## src/rtl/timer_pkg.sv

```systemverilog
package timer_pkg;
  localparam int DATA_W = 8;
  localparam int ADDR_W = 2;
  localparam int PRE_W  = 4;
  localparam int POST_W = 4;

  typedef enum logic [ADDR_W-1:0] {
    SEL_CTRL   = 2'd0,
    SEL_COUNT  = 2'd1,
    SEL_PERIOD = 2'd2,
    SEL_IRQ    = 2'd3
  } reg_sel_e;
endpackage

```

## src/rtl/tmr_prescaler.sv

```systemverilog
module tmr_prescaler #(
  parameter int PRE_W = 4
) (
  input  logic       clk,
  input  logic       rst_n,
  input  logic       tick,
  input  logic       run,
  input  logic [1:0] sel,
  input  logic       clr,
  output logic       step
);
  logic [PRE_W-1:0] cnt_q, cnt_d, lim;

  always_comb begin
    case (sel)
      2'b00:   lim = '0;
      2'b01:   lim = PRE_W'(3);
      default: lim = PRE_W'(15);
    endcase
  end

  assign step = run && tick && !clr && (cnt_q == lim);

  always_comb begin
    cnt_d = cnt_q;
    if (clr)              cnt_d = '0;
    else if (run && tick) cnt_d = (cnt_q == lim) ? '0 : cnt_q + 1'b1;
  end

  always_ff @(posedge clk or negedge rst_n) begin
    if (!rst_n)                     cnt_q <= '0;
    else if (clr || (run && tick))  cnt_q <= cnt_d;
  end

  // a clearing write leaves the prescale count at zero
  p_pre_clear_r7: assert property (@(posedge clk) disable iff (!rst_n)
    clr |=> (cnt_q == '0));
  // without run the prescale count holds
  p_pre_hold_r6: assert property (@(posedge clk) disable iff (!rst_n)
    (!run && !clr) |=> $stable(cnt_q));
endmodule

```

## src/rtl/tmr_counter.sv

```systemverilog
module tmr_counter #(
  parameter int DATA_W = 8
) (
  input  logic              clk,
  input  logic              rst_n,
  input  logic              step,
  input  logic              load,
  input  logic [DATA_W-1:0] load_val,
  input  logic [DATA_W-1:0] period,
  output logic [DATA_W-1:0] count,
  output logic              match_ev,
  output logic              match_q
);
  logic [DATA_W-1:0] cnt_q, cnt_d;

  assign match_ev = step && (cnt_q == period);

  always_comb begin
    cnt_d = cnt_q;
    if (load)          cnt_d = load_val;
    else if (match_ev) cnt_d = '0;
    else if (step)     cnt_d = cnt_q + 1'b1;
  end

  always_ff @(posedge clk or negedge rst_n) begin
    if (!rst_n) begin
      cnt_q   <= '0;
      match_q <= 1'b0;
    end else begin
      match_q <= match_ev;
      if (load || step) cnt_q <= cnt_d;
    end
  end

  assign count = cnt_q;

  // matching step returns the count to zero and pulses the output
  p_wrap_r3: assert property (@(posedge clk) disable iff (!rst_n)
    (step && !load && cnt_q == period) |=> (cnt_q == '0 && match_q));
  // no step and no load means the count holds
  p_hold_r6: assert property (@(posedge clk) disable iff (!rst_n)
    (!step && !load) |=> $stable(cnt_q));
endmodule

```

## src/rtl/tmr_postscaler.sv

```systemverilog
module tmr_postscaler #(
  parameter int POST_W = 4
) (
  input  logic              clk,
  input  logic              rst_n,
  input  logic              ev,
  input  logic              clr,
  input  logic [POST_W-1:0] sel,
  output logic              hit
);
  logic [POST_W-1:0] cnt_q, cnt_d;

  assign hit = ev && !clr && (cnt_q == sel);

  always_comb begin
    cnt_d = cnt_q;
    if (clr)     cnt_d = '0;
    else if (ev) cnt_d = (cnt_q == sel) ? '0 : cnt_q + 1'b1;
  end

  always_ff @(posedge clk or negedge rst_n) begin
    if (!rst_n)         cnt_q <= '0;
    else if (clr || ev) cnt_q <= cnt_d;
  end

  // clearing write resets the postscale count
  p_post_clear_r7: assert property (@(posedge clk) disable iff (!rst_n)
    clr |=> (cnt_q == '0));
endmodule

```

## src/rtl/period_timer.sv

```systemverilog
module period_timer
  import timer_pkg::*;
(
  input  logic              clk,
  input  logic              rst_n,
  input  logic              tick_en,
  input  logic              bus_wr,
  input  logic [ADDR_W-1:0] bus_addr,
  input  logic [DATA_W-1:0] bus_wdata,
  output logic [DATA_W-1:0] bus_rdata,
  output logic              irq,
  output logic              match_pulse
);
  localparam int CTRL_W = 7;

  logic [1:0] rst_sync_q;
  logic       rst_ni;

  always_ff @(posedge clk or negedge rst_n) begin
    if (!rst_n) rst_sync_q <= 2'b00;
    else        rst_sync_q <= {rst_sync_q[0], 1'b1};
  end
  assign rst_ni = rst_sync_q[1];

  logic [CTRL_W-1:0] ctrl_q, ctrl_d;
  logic [DATA_W-1:0] period_q, period_d;
  logic              flag_q, flag_d, en_q, en_d;

  logic              wr_ctrl, wr_count, wr_period, wr_irq, clr_counts;
  logic              run;
  logic [1:0]        pre_sel;
  logic [POST_W-1:0] post_sel;
  logic              step, match_ev, hw_set;
  logic [DATA_W-1:0] count;

  assign wr_ctrl    = bus_wr && (bus_addr == SEL_CTRL);
  assign wr_count   = bus_wr && (bus_addr == SEL_COUNT);
  assign wr_period  = bus_wr && (bus_addr == SEL_PERIOD);
  assign wr_irq     = bus_wr && (bus_addr == SEL_IRQ);
  assign clr_counts = wr_ctrl || wr_count;

  assign post_sel = ctrl_q[6:3];
  assign run      = ctrl_q[2];
  assign pre_sel  = ctrl_q[1:0];

  tmr_prescaler #(.PRE_W(PRE_W)) u_pre (
    .clk(clk), .rst_n(rst_ni), .tick(tick_en), .run(run),
    .sel(pre_sel), .clr(clr_counts), .step(step)
  );

  tmr_counter #(.DATA_W(DATA_W)) u_cnt (
    .clk(clk), .rst_n(rst_ni), .step(step), .load(wr_count),
    .load_val(bus_wdata), .period(period_q), .count(count),
    .match_ev(match_ev), .match_q(match_pulse)
  );

  tmr_postscaler #(.POST_W(POST_W)) u_post (
    .clk(clk), .rst_n(rst_ni), .ev(match_ev), .clr(clr_counts),
    .sel(post_sel), .hit(hw_set)
  );

  always_comb begin
    ctrl_d   = wr_ctrl   ? bus_wdata[CTRL_W-1:0] : ctrl_q;
    period_d = wr_period ? bus_wdata : period_q;
    en_d     = wr_irq    ? bus_wdata[1] : en_q;
    flag_d   = hw_set || (wr_irq ? bus_wdata[0] : flag_q);
  end

  always_ff @(posedge clk or negedge rst_ni) begin
    if (!rst_ni) begin
      ctrl_q   <= '0;
      period_q <= '1;
      flag_q   <= 1'b0;
      en_q     <= 1'b0;
    end else begin
      if (wr_ctrl)   ctrl_q   <= ctrl_d;
      if (wr_period) period_q <= period_d;
      if (wr_irq)    en_q     <= en_d;
      if (wr_irq || hw_set) flag_q <= flag_d;
    end
  end

  always_comb begin
    case (bus_addr)
      SEL_CTRL:   bus_rdata = {1'b0, ctrl_q};
      SEL_COUNT:  bus_rdata = count;
      SEL_PERIOD: bus_rdata = period_q;
      default:    bus_rdata = {{(DATA_W-2){1'b0}}, en_q, flag_q};
    endcase
  end

  assign irq = flag_q && en_q;

  // a hardware set always lands, even against a clear
  p_hw_wins_r8: assert property (@(posedge clk) disable iff (!rst_ni)
    hw_set |=> flag_q);
  // the flag rises only together with a match pulse
  p_flag_match_r4: assert property (@(posedge clk) disable iff (!rst_ni)
    ($rose(flag_q) && !$past(wr_irq)) |-> match_pulse);
  // irq needs the enable
  p_irq_en_r9: assert property (@(posedge clk) disable iff (!rst_ni)
    irq |-> en_q);
  // control bit 7 never reads back as one
  p_ctrl_b7_r5: assert property (@(posedge clk) disable iff (!rst_ni)
    (bus_addr == SEL_CTRL) |-> !bus_rdata[7]);
endmodule

```

## config.mk

```make
export PLATFORM = sky130hd
export DESIGN_NAME = period_timer
export DESIGN_NICKNAME = d
export VERILOG_FILES = /design/src/rtl/timer_pkg.sv /design/src/rtl/tmr_prescaler.sv /design/src/rtl/tmr_counter.sv /design/src/rtl/tmr_postscaler.sv /design/src/rtl/period_timer.sv
export SDC_FILE = /design/constraint.sdc
export NUM_CORES = 1
export LEC_CHECK = 0
export BUFFER_PORTS_ARGS = -buffer_cell sky130_fd_sc_hd__buf_2
export CELL_PAD_IN_SITES_DETAIL_PLACEMENT = 0
export CELL_PAD_IN_SITES_GLOBAL_PLACEMENT = 1
export CORE_AREA = 3 3 69 71
export CTS_BUF_LIST = sky130_fd_sc_hd__clkbuf_4 sky130_fd_sc_hd__clkbuf_8
export DETAILED_ROUTE_END_ITERATION = 6
export DIE_AREA = 0 0 72 74
export PLACE_DENSITY_LB_ADDON = 0.2
export SETUP_SLACK_MARGIN = 0.02
export SYNTH_ARGS = -nofsm -noshare
export SYNTH_HDL_FRONTEND = slang
export SYNTH_SLANG_ARGS = --single-unit
```

## constraint.sdc

```tcl
create_clock -name clk -period 2.4 [get_ports clk]
set_input_delay 0.24 -clock clk [delete_from_list [all_inputs] [get_ports clk]]
set_output_delay 0.24 -clock clk [all_outputs]
set_load 0.01 [all_outputs]
```

==> results.md, run 1 <==
- Yosys cell types: 46
- Internal power: 1.20 mW
- Global-route wire length before repair: 8.01 mm
- Crit path from: ctrl_q[1]
- Post-Syn Instances: 198
- Core area: 4290 um^2
- Required time worst endpoint: 2570 ps
- Crit. End Element: flip-flop
- Via count: 1634
- Worst-Margin Slew: 875 ps
- DRC viols: 0
- Initial drt markers: 143
- Reg2reg setup slack: 340 ps
- Initial Utilization: 0.479
- Clock Pin Slew Worst Setup and Hold Paths: 70 ps
- Vias in the first global route: 1697
- Count leader, synth: dfrtp_1
- Setup tns final: 0 ps
- Clock Path Buffers: 2
- Cts repair resizes: 0
- Leakage: 1.07 nW
- Worst-Skew Late Latency: 280 ps
- RSZ-0062 raised after global routing: false
- Htree depth: 2
- Post-synth net total: 215
- Flop pwr share: 0.495
- Share of the synthesized area in the top cell type: 0.341
- CP endpoint: u_post.cnt_q[0]
- Min Hold Slack: 211 ps
- DR WL/cell: 16.9 um
- Via density: 5.90
- Final Skew: 6.86 ps
- Worst Hold Class: input pin to flip-flop
- R2r worst-path depth: 5
- DR pass1 iterations: 4
- Mapped Area: 2060 um^2
- GRT Total Usage: 0.195
- Fmax: 0.486 GHz
- Num CTS Buffers: 5
- Root Buffer: clkbuf_8
- Clock power frac: 0.245
- Sw Pwr: 0.582 mW
- Final #Nets: 241
- Fraction of the cycle the final worst path needs: 0.858
- WP data arrival: 2230 ps
- Sw Share: 0.327
- Startpoint types: flip-flop
- Hold Violations, Final: 0
- N_diodes: 0
- CTS Hold Buffers Added: 1
- Avg Cell Area, Syn: 10.4 um^2
- GRT overflow: 0
- Site Rows: 24
- PortBufs: 23
- Post-DP HPWL: 3.51 mm
- CP Class: flip-flop to flip-flop
- Post-route antenna net violation count: 0
- Post-synth EDFFs: 0
- Reg-to-reg endpoint: u_post.cnt_q[0]
- Die area: 5330 um^2
- Die height: 74 um
- Cell Pwr Density: 766 nW/um^2
- Status: completed
- CTS sink count: 36
- Post-layout min period: 2060 ps
- Gate power share: 0.260
- Crit Reg-Reg Startpoint: ctrl_q[1]
- FF+latch count, synth: 36
- Initial antenna violation count: 0
- Synth Warn #: 0
- Worst vdd ir: 0.327 mV
- Die X: 72 um
- Ratio of cells with drive above 1 in the final layout: 0.307
- Area Overhead vs Synth: 13.0%
- Area leader, netlist: dfrtp_1
- Top FF cell, synth: dfrtp_1
- Final wirelength: 4.69 mm
- Boundary Pins: 24
- Post-CTS Setup Inserts: 0
- Placer's final routability congestion estimate: 0.912
- Ys async rst share: 1.00
- Finish-stage setup viols: 0
- Critical path fanouts, max: 8
- Synth top cells by count: 28 x dfrtp_1, 23 x nand2_1, 20 x nand3_1
- Worst slew margin: 0.412
- Maximum Capacitance Violations: 0
- Top area cells in the synthesized netlist: dfrtp_1 34%, dfstp_2 10%, mux2_2 8.8%, nand3_1 4.9%, nand2_1 4.2%
- CTS tree: built
- Slew Viols, Final: 0
- Largest net degree at the start of global routing: 35
- Sequential fraction of the synthesis area: 0.443
## final cells by class
| class | count | area, um^2 |
|---|---|---|
| sequential | 36 | 911 |
| clock inverter | 2 | 10.0 |
| tap | 52 | 65.1 |
| fill | 384 | 1970 |
| timing repair buffer | 28 | 155 |
| clock buffer | 6 | 82.6 |
| inverter | 2 | 7.51 |
| multi-input combinational | 151 | 1090 |
## registers in the layout, indices dropped and copies added, names as in the netlist
signal	cells
en_q	1
rst_sync_q	2
u_post.cnt_q	4
u_cnt.count	8
period_q	8
ctrl_q	7
flag_q	1
u_cnt.match_q	1
u_pre.cnt_q	4
## cells by family after synthesis
kind of cell	count (synthesis)	synth area share
buf+inv	11	0.0256
compound gates	32	0.118
fa+ha+maj	3	0.0183
mux	24	0.141
xor+xnor	13	0.0554
other cells	1	0.00182
flops	36	0.443
simple gates	78	0.197
## power groups by stage
stage          sequential [mW]  combinational (mW)  clock (mW)
3_3_place_gp             0.885               0.452           0
2_1_floorplan            0.838               0.356           0
5_1_grt                  0.902               0.517       0.477
6_report                 0.881               0.463       0.437
4_1_cts                  0.879               0.467       0.450
3_5_place_dp             0.891               0.463           0
## stage by stage
step / setup slack (ps) / cell area (um^2) / instances / utilization / power, mW
final: 342 / 2320 / 277 / 0.541 / 1.78
after detailed placement: 344 / 2220 / 268 / 0.517 / 1.35
after global placement: 354 / 2220 / 268 / 0.517 / 1.34
after CTS: 331 / 2320 / 277 / 0.541 / 1.80
after global routing: 204 / 2320 / 277 / 0.541 / 1.90
after floorplan: 566 / 2060 / 198 / - / 1.19
## cell usage in the layout, fill, tap and decap left out, drive strengths merged, types with 2 or more instances in the layout
cell type  count
nor2b          4
a22oi          5
a21o           2
inv            2
or2            3
and2           3
mux2i          6
nor4           2
ha             3
xnor2          5
nand2         23
nand2b         2
o211ai         2
or3            2
buf           27
dfrtp         28
dfstp          8
xor2           8
mux2          16
nor2           8
nand4b         2
clkinv         2
clkbuf         6
nand4          4
a21oi          2
mux4           2
o21ai         12
nand3         20
o211a          2
nor3           2
## how the worst min path moves through the flow
stage	start	to	slack [ps]	depth (start not counted)
final	bus_wdata[7]	period_q[7]	210	2
after global routing	bus_wdata[7]	period_q[7]	210	2
after CTS	bus_wdata[7]	period_q[7]	210	2
after detailed placement	rst_n	rst_sync_q[0]	30	1
after global placement	rst_n	rst_sync_q[1]	20	1
after floorplan	rst_n	rst_sync_q[0]	-60	0
## worst max-delay path: stages (launching register included)
cell       delay (ps)
dfrtp_1           410
or3_1             450
a2111oi_4         380
o211a_1           340
nor2_1            130
a22o_1            240
## per-layer routing
metal  wire length, um  track usage  share of wire  up-vias
li1                  -            -              -      765
met1              2040        0.250           0.43      814
met2              2390        0.333           0.51       47
met3               200       0.0378          0.043        8
met4                60       0.0689          0.013        0
met5                 0            0              0        -
No activity file was read; power rests on OpenSTA's default activity.
==> run 2, diff against run 1 <==
Settings changed: CELL_PAD_IN_SITES_DETAIL_PLACEMENT 0 to not set, CELL_PAD_IN_SITES_GLOBAL_PLACEMENT 1 to not set.
==> run 2 against run 1 <==
Effect of this change:
- sequential cell count unchanged
- critical endpoint is now u_cnt.count[7]
- highest routed layer unchanged
- total power up 2.3%
- largest cell class unchanged
- worst setup slack worse by 31 ps
- fmax down 1.5%
==> results.md, run 2 (synthesis results as in run 1) <==
- Status: completed
- Cts repair resizes: 0 (unchanged)
- Critical path fanouts, max: 8 (unchanged)
- Final #Nets: 242 (+0.41%)
- CP endpoint: u_cnt.count[7]
- Vias in the first global route: 1487 (-12%)
- Post-CTS Setup Inserts: 0 (unchanged)
- Fmax: 0.479 GHz (-1.5%)
- CTS sink count: 36 (unchanged)
- R2r worst-path depth: 5 (unchanged)
- Initial Utilization: 0.479 (unchanged)
- CP peak stage delay: 850 ps (+400 ps)
- N_diodes: 0 (unchanged)
- Post-DP HPWL: 3.32 mm (-5.6%)
- Critical-path cell list: and3_1 > and4b_1 > nor3_1 > a22oi_1 > o211ai_1
- Finish-stage setup viols: 0 (unchanged)
- Global-route wire length before repair: 7.58 mm (-5.4%)
- Final Skew: 8.20 ps (+1.33 ps)
- Htree depth: 2 (unchanged)
- DR WL/cell: 16.5 um (-2.7%)
- Placer's final routability congestion estimate: 0.788 (-14%)
- Ratio of cells with drive above 1 in the final layout: 0.310 (+0.00307)
- Reg-to-reg endpoint: u_cnt.count[7]
- Initial drt markers: 174 (+22%)
- Most common cell after layout, fill and taps aside: dfrtp_1
- Worst Hold Class: input pin to flip-flop
- Largest net degree at the start of global routing: 35 (unchanged)
- Boundary Pins: 24 (unchanged)
- Setup tns final: 0 ps (unchanged)
- RSZ-0062 raised after global routing: false
- Crit. End Element: flip-flop
- Die area: 5330 um^2 (unchanged)
- Clock Pin Slew Worst Setup and Hold Paths: 70 ps (about the same)
- Commonest cells after routing, fill and taps aside: 28 x dfrtp_1, 23 x nand2_1, 23 x buf_2
- Slowest cell on crit path: nor3_1
- CTS tree: built
- Via count: 1585 (-3.0%)
- WP data arrival: 2310 ps (+80 ps)
- Site Rows: 24 (unchanged)
- Worst-Skew Late Latency: 290 ps (about the same)
- Final wirelength: 4.58 mm (-2.4%)
- Startpoint types: flip-flop
- Reg2reg setup slack: 310 ps (-30 ps)
- GRT Total Usage: 0.188 (-0.00714)
- Slew Viols, Final: 0 (unchanged)
- Required time worst endpoint: 2620 ps (+50 ps)
- Crit Reg-Reg Startpoint: u_pre.cnt_q[1]
- CTS Hold Buffers Added: 1 (unchanged)
- Fraction of the cycle the final worst path needs: 0.871 (+0.0130)
- CP Class: flip-flop to flip-flop
- Initial antenna violation count: 0 (unchanged)
- Area Overhead vs Synth: 13.9%
- Clock Path Buffers: 2 (unchanged)
- Cell Pwr Density: 777 nW/um^2 (+1.5%)
- Filler Cell Count: 393 (+2.3%)
- DRC viols: 0 (unchanged)
- Post-route antenna net violation count: 0 (unchanged)
- Worst vdd ir: 0.424 mV (+30%)
- GRT overflow: 0 (unchanged)
- Root Buffer: clkbuf_8
- Via density: 5.70 (-3.3%)
- Die height: 74 um (unchanged)
- PortBufs: 23 (unchanged)
- Die X: 72 um (unchanged)
- Hold Violations, Final: 0 (unchanged)
- Crit-path leading delay family: simple AND/OR/NAND/NOR gates
- Core area: 4290 um^2 (unchanged)
- Final Cell Area: 2340 um^2 (+0.81%)
- Post-layout min period: 2090 ps (+31.2 ps)
- Num CTS Buffers: 5 (unchanged)
- Bufs and invs on worst path: 0 (unchanged)
- DP Area: 2230 um^2 (+0.34%)
- FF/Latch Area: 911 um^2 (unchanged)
- Multi-input gate area: 1090 um^2 (unchanged)
- Stages on worst setup path: 5 (unchanged)
- Worst-Margin Slew: 1040 ps (+169 ps)
- Maximum Capacitance Violations: 0 (unchanged)
- DR pass1 iterations: 4 (unchanged)
- Crit path from: u_pre.cnt_q[1]
- Leakage: 1.08 nW (+0.84%)
- Worst slew margin: 0.299 (-0.113)
[run 2: changes by cell type in the layout (fill, tap and decap cells not counted)]
cell / before / now
clkinv_2: 2 / 0
buf_4: 4 / 5
clkbuf_4: 0 / 1
clkbuf_8: 6 / 7
[run 2: how the worst min path moves through the flow]
stage                          endpoint  cells after the start          from
after floorplan           rst_sync_q[0]                      0         rst_n
after global placement    rst_sync_q[0]                      1         rst_n
after detailed placement  rst_sync_q[0]                      1         rst_n
after CTS                   period_q[7]                      2  bus_wdata[7]
after global routing        period_q[7]                      2  bus_wdata[7]
final                       period_q[7]                      2  bus_wdata[7]
[run 2: where the power goes]
| group | internal [mW] | total (mW) | switching [mW] |
|---|---|---|---|
| Clock | 0.273 | 0.489 | 0.216 |
| Sequential | 0.737 | 0.889 | 0.152 |
| Combinational | 0.227 | 0.442 | 0.216 |
[run 2: layer usage]
| metal | vias up | global-route usage | share of wire |
|---|---|---|---|
| met5 | - | 0 | 0 |
| met4 | 0 | 0.0501 | 0.011 |
| met3 | 6 | 0.0541 | 0.054 |
| met2 | 35 | 0.299 | 0.48 |
| met1 | 776 | 0.254 | 0.46 |
| li1 | 768 | - | - |
[run 2: worst register-to-register path, stage by stage (launching register included)]
cell,delay (ps)
dfrtp_1,430
and3_1,220
and4b_1,220
nor3_1,850
a22oi_1,140
o211ai_1,150
[run 2: layout make-up]
cell class | count | area share
inverters | 2 | 0.00321
well taps | 52 | 0.0278
multi-input cells | 151 | 0.466
repair buffers | 29 | 0.0694
flip-flops and latches | 36 | 0.389
clock buffers | 8 | 0.0443
[run 2: per-stage QoR]
step / util / total power [mW] / hold slack [ps] / cells / setup slack, ps
2_1_floorplan: - / 1.19 / -55.6 / 198 / 566
3_3_place_gp: 0.519 / 1.34 / 26.6 / 269 / 274
3_5_place_dp: 0.519 / 1.34 / 28.5 / 269 / 228
4_1_cts: 0.545 / 1.83 / 201 / 278 / 340
5_1_grt: 0.545 / 1.93 / 205 / 278 / 180
6_report: 0.545 / 1.82 / 194 / 278 / 311
==> run 3, diff against run 2 <==
Settings changed: BUFFER_PORTS_ARGS -buffer_cell sky130_fd_sc_hd__buf_2 to -buffer_cell sky130_fd_sc_hd__clkbuf_2.
Clock period 2.4 ns to 1.9 ns, I/O delays scaled along.
==> run 3 against run 2 <==
Effect of this change:
- fmax rose by 12%
- critical path depth did not move
- sequential cell count did not move
- sequential share of layout area fell by 2.7 points
- combinational power rose by 68%
- clock power rose by 21%
- largest cell class unchanged
- highest routed layer unchanged
==> results.md, run 3 (synthesis results as in run 1) <==
- DR WL/cell: 15.6 um (-5.1%)
- Pre-CTS setup slack: -8.38 ps (-236 ps)
- Critical path fanouts, max: 4 (-4)
- Worst Hold Class: input pin to flip-flop
- Worst slew margin: 0.642 (+0.344)
- Clock Path Buffers: 2 (unchanged)
- GRT Total Usage: 0.191 (+0.00340)
- Hold Violations, Final: 0 (unchanged)
- Fmax: 0.535 GHz (+12%)
- Final #Nets: 264 (+9.1%)
- Initial Utilization: 0.479 (unchanged)
- R2r worst-path depth: 5 (unchanged)
- Tot Pwr: 2.40 mW (+32%)
- Worst vdd ir: 0.386 mV (-9.0%)
- Crit path from: ctrl_q[0]
- Startpoint types: flip-flop
- Die height: 74 um (unchanged)
- Finish-stage setup viols: 0 (unchanged)
- N_diodes: 0 (unchanged)
- Flop pwr share: 0.444 (-0.044)
- Die X: 72 um (unchanged)
- CTS tree: built
- Commonest cells after routing, fill and taps aside: 28 x dfrtp_1, 26 x buf_4, 23 x nand2_1, 23 x clkbuf_2, 20 x nand3_1
- Htree depth: 2 (unchanged)
- GRT overflow: 0 (unchanged)
- Final Skew: 4.19 ps (-4.01 ps)
- Gate power share: 0.309 (+0.066)
- Num CTS Buffers: 5 (unchanged)
- FF/Latch Area: 911 um^2 (unchanged)
- Required time worst endpoint: 2070 ps (-550 ps)
- Hold path cells: 2 (unchanged)
- Placer's final routability congestion estimate: 0.847 (+7.4%)
- Worst-Margin Slew: 534 ps (-510 ps)
- Crit. End Element: flip-flop
- Min Hold Slack: 155 ps (-39.1 ps)
- Worst-Skew Late Latency: 290 ps (about the same)
- Status: completed
- Sw Pwr: 0.757 mW (+30%)
- Root Buffer: clkbuf_8
- Internal power: 1.64 mW (+32%)
- Reg2reg setup slack: 30 ps (-280 ps)
- Final setup margin: 31.8 ps (-279 ps)
- Post-layout min period: 1870 ps (-221 ps)
- Post-route antenna net violation count: 0 (unchanged)
- Multi-input gate area: 1100 um^2 (+1.1%)
- Cell Pwr Density: 951 nW/um^2 (+22%)
- Sw Share: 0.316 (-0.00465)
- PortBufs: 23 (unchanged)
- Crit Reg-Reg Startpoint: ctrl_q[0]
- Most common cell after layout, fill and taps aside: dfrtp_1
- Final wirelength: 4.69 mm (+2.4%)
- RSZ-0062 raised after global routing: true
- Core area: 4290 um^2 (unchanged)
- CTS sink count: 36 (unchanged)
- Ratio of cells with drive above 1 in the final layout: 0.379 (+0.0693)
- Maximum Capacitance Violations: 0 (unchanged)
- Die area: 5330 um^2 (unchanged)
- Boundary Pins: 24 (unchanged)
- Finished Core Util: 0.586 (+0.0408)
- Clock Pin Slew Worst Setup and Hold Paths: 70 ps (about the same)
- Endpoint, Worst Hold: period_q[7]
- Clock power frac: 0.247 (-0.022)
- Via density: 5.57 (-2.4%)
- Global-route wire length before repair: 7.81 mm (+3.1%)
- Post-DP HPWL: 3.50 mm (+5.5%)
- Via count: 1670 (+5.4%)
- WP data arrival: 2040 ps (-270 ps)
- Fraction of the cycle the final worst path needs: 0.983 (+0.113)
- Initial drt markers: 244 (+40%)
- Largest net degree at the start of global routing: 18 (-49%)
- Slew Viols, Final: 0 (unchanged)
- Site Rows: 24 (unchanged)
- DRC viols: 0 (unchanged)
- Filler Cell Count: 386 (-1.8%)
- Initial antenna violation count: 0 (unchanged)
- Area Overhead vs Synth: 22.5%
- CP Class: flip-flop to flip-flop
- Hold path start: bus_wdata[7]
- Leakage: 1.19 nW (+10%)
- Reg-to-reg endpoint: u_post.cnt_q[0]
- DR pass1 iterations: 4 (unchanged)
- Vias in the first global route: 1568 (+5.4%)
-- run 3: layout make-up --
class                   instances  area share
clock buffers                   8      0.0388
inverters                       2     0.00298
multi-input cells             151       0.439
flip-flops and latches         36       0.362
repair buffers                 51       0.132
well taps                      52      0.0258
-- run 3: power groups by stage --
stage / clock network [mW] / registers, mW / logic, mW
finish: 0.591 / 1.06 / 0.741
global route: 0.645 / 1.08 / 0.825
CTS: 0.615 / 1.06 / 0.731
detailed placement: 0 / 1.07 / 0.718
global placement: 0 / 1.07 / 0.712
floorplan: 0 / 1.06 / 0.449
-- run 3: stage by stage --
step / std cells / TNS, ps / area, um^2
after global routing: 300 / -347 / 2520
after floorplan: 198 / 0 / 2060
after CTS: 296 / 0 / 2480
after global placement: 285 / -10.6 / 2350
final: 300 / 0 / 2520
after detailed placement: 285 / -8.38 / 2350
-- run 3: timing repair --
action	CTS	global route
endpoints found under the hold margin	2	0
gates cloned	0	0
setup endpoints to repair	10	11
gates resized for setup	3	2
setup buffers	2	4
hold buffers	1	0
pin swaps	3	2
-- run 3: worst max-delay path by stage --
stage / endpoint / slack (ps) / cells after the start
after floorplan: u_post.cnt_q[0] / 70 / 6
after global placement: u_cnt.count[7] / -10 / 5
after detailed placement: u_cnt.count[7] / -8 / 5
after CTS: u_post.cnt_q[0] / 20 / 5
after global routing: u_post.cnt_q[0] / -70 / 5
final: u_post.cnt_q[0] / 30 / 5
-- run 3: metal layers --
| metal | part of all wire | global-route usage | vias up |
|---|---|---|---|
| met1 | 0.47 | 0.266 | 820 |
| li1 | - | - | 815 |
| met2 | 0.49 | 0.301 | 29 |
| met3 | 0.029 | 0.0405 | 6 |
| met5 | 0 | 0 | - |
| met4 | 0.0089 | 0.0626 | 0 |
-- run 3: critical path, stage by stage, from the launching register on --
cell	delay, ps
dfrtp_1	420
or3_4	420
a2111oi_4	350
o211a_1	240
nor2_1	80
a22o_1	250
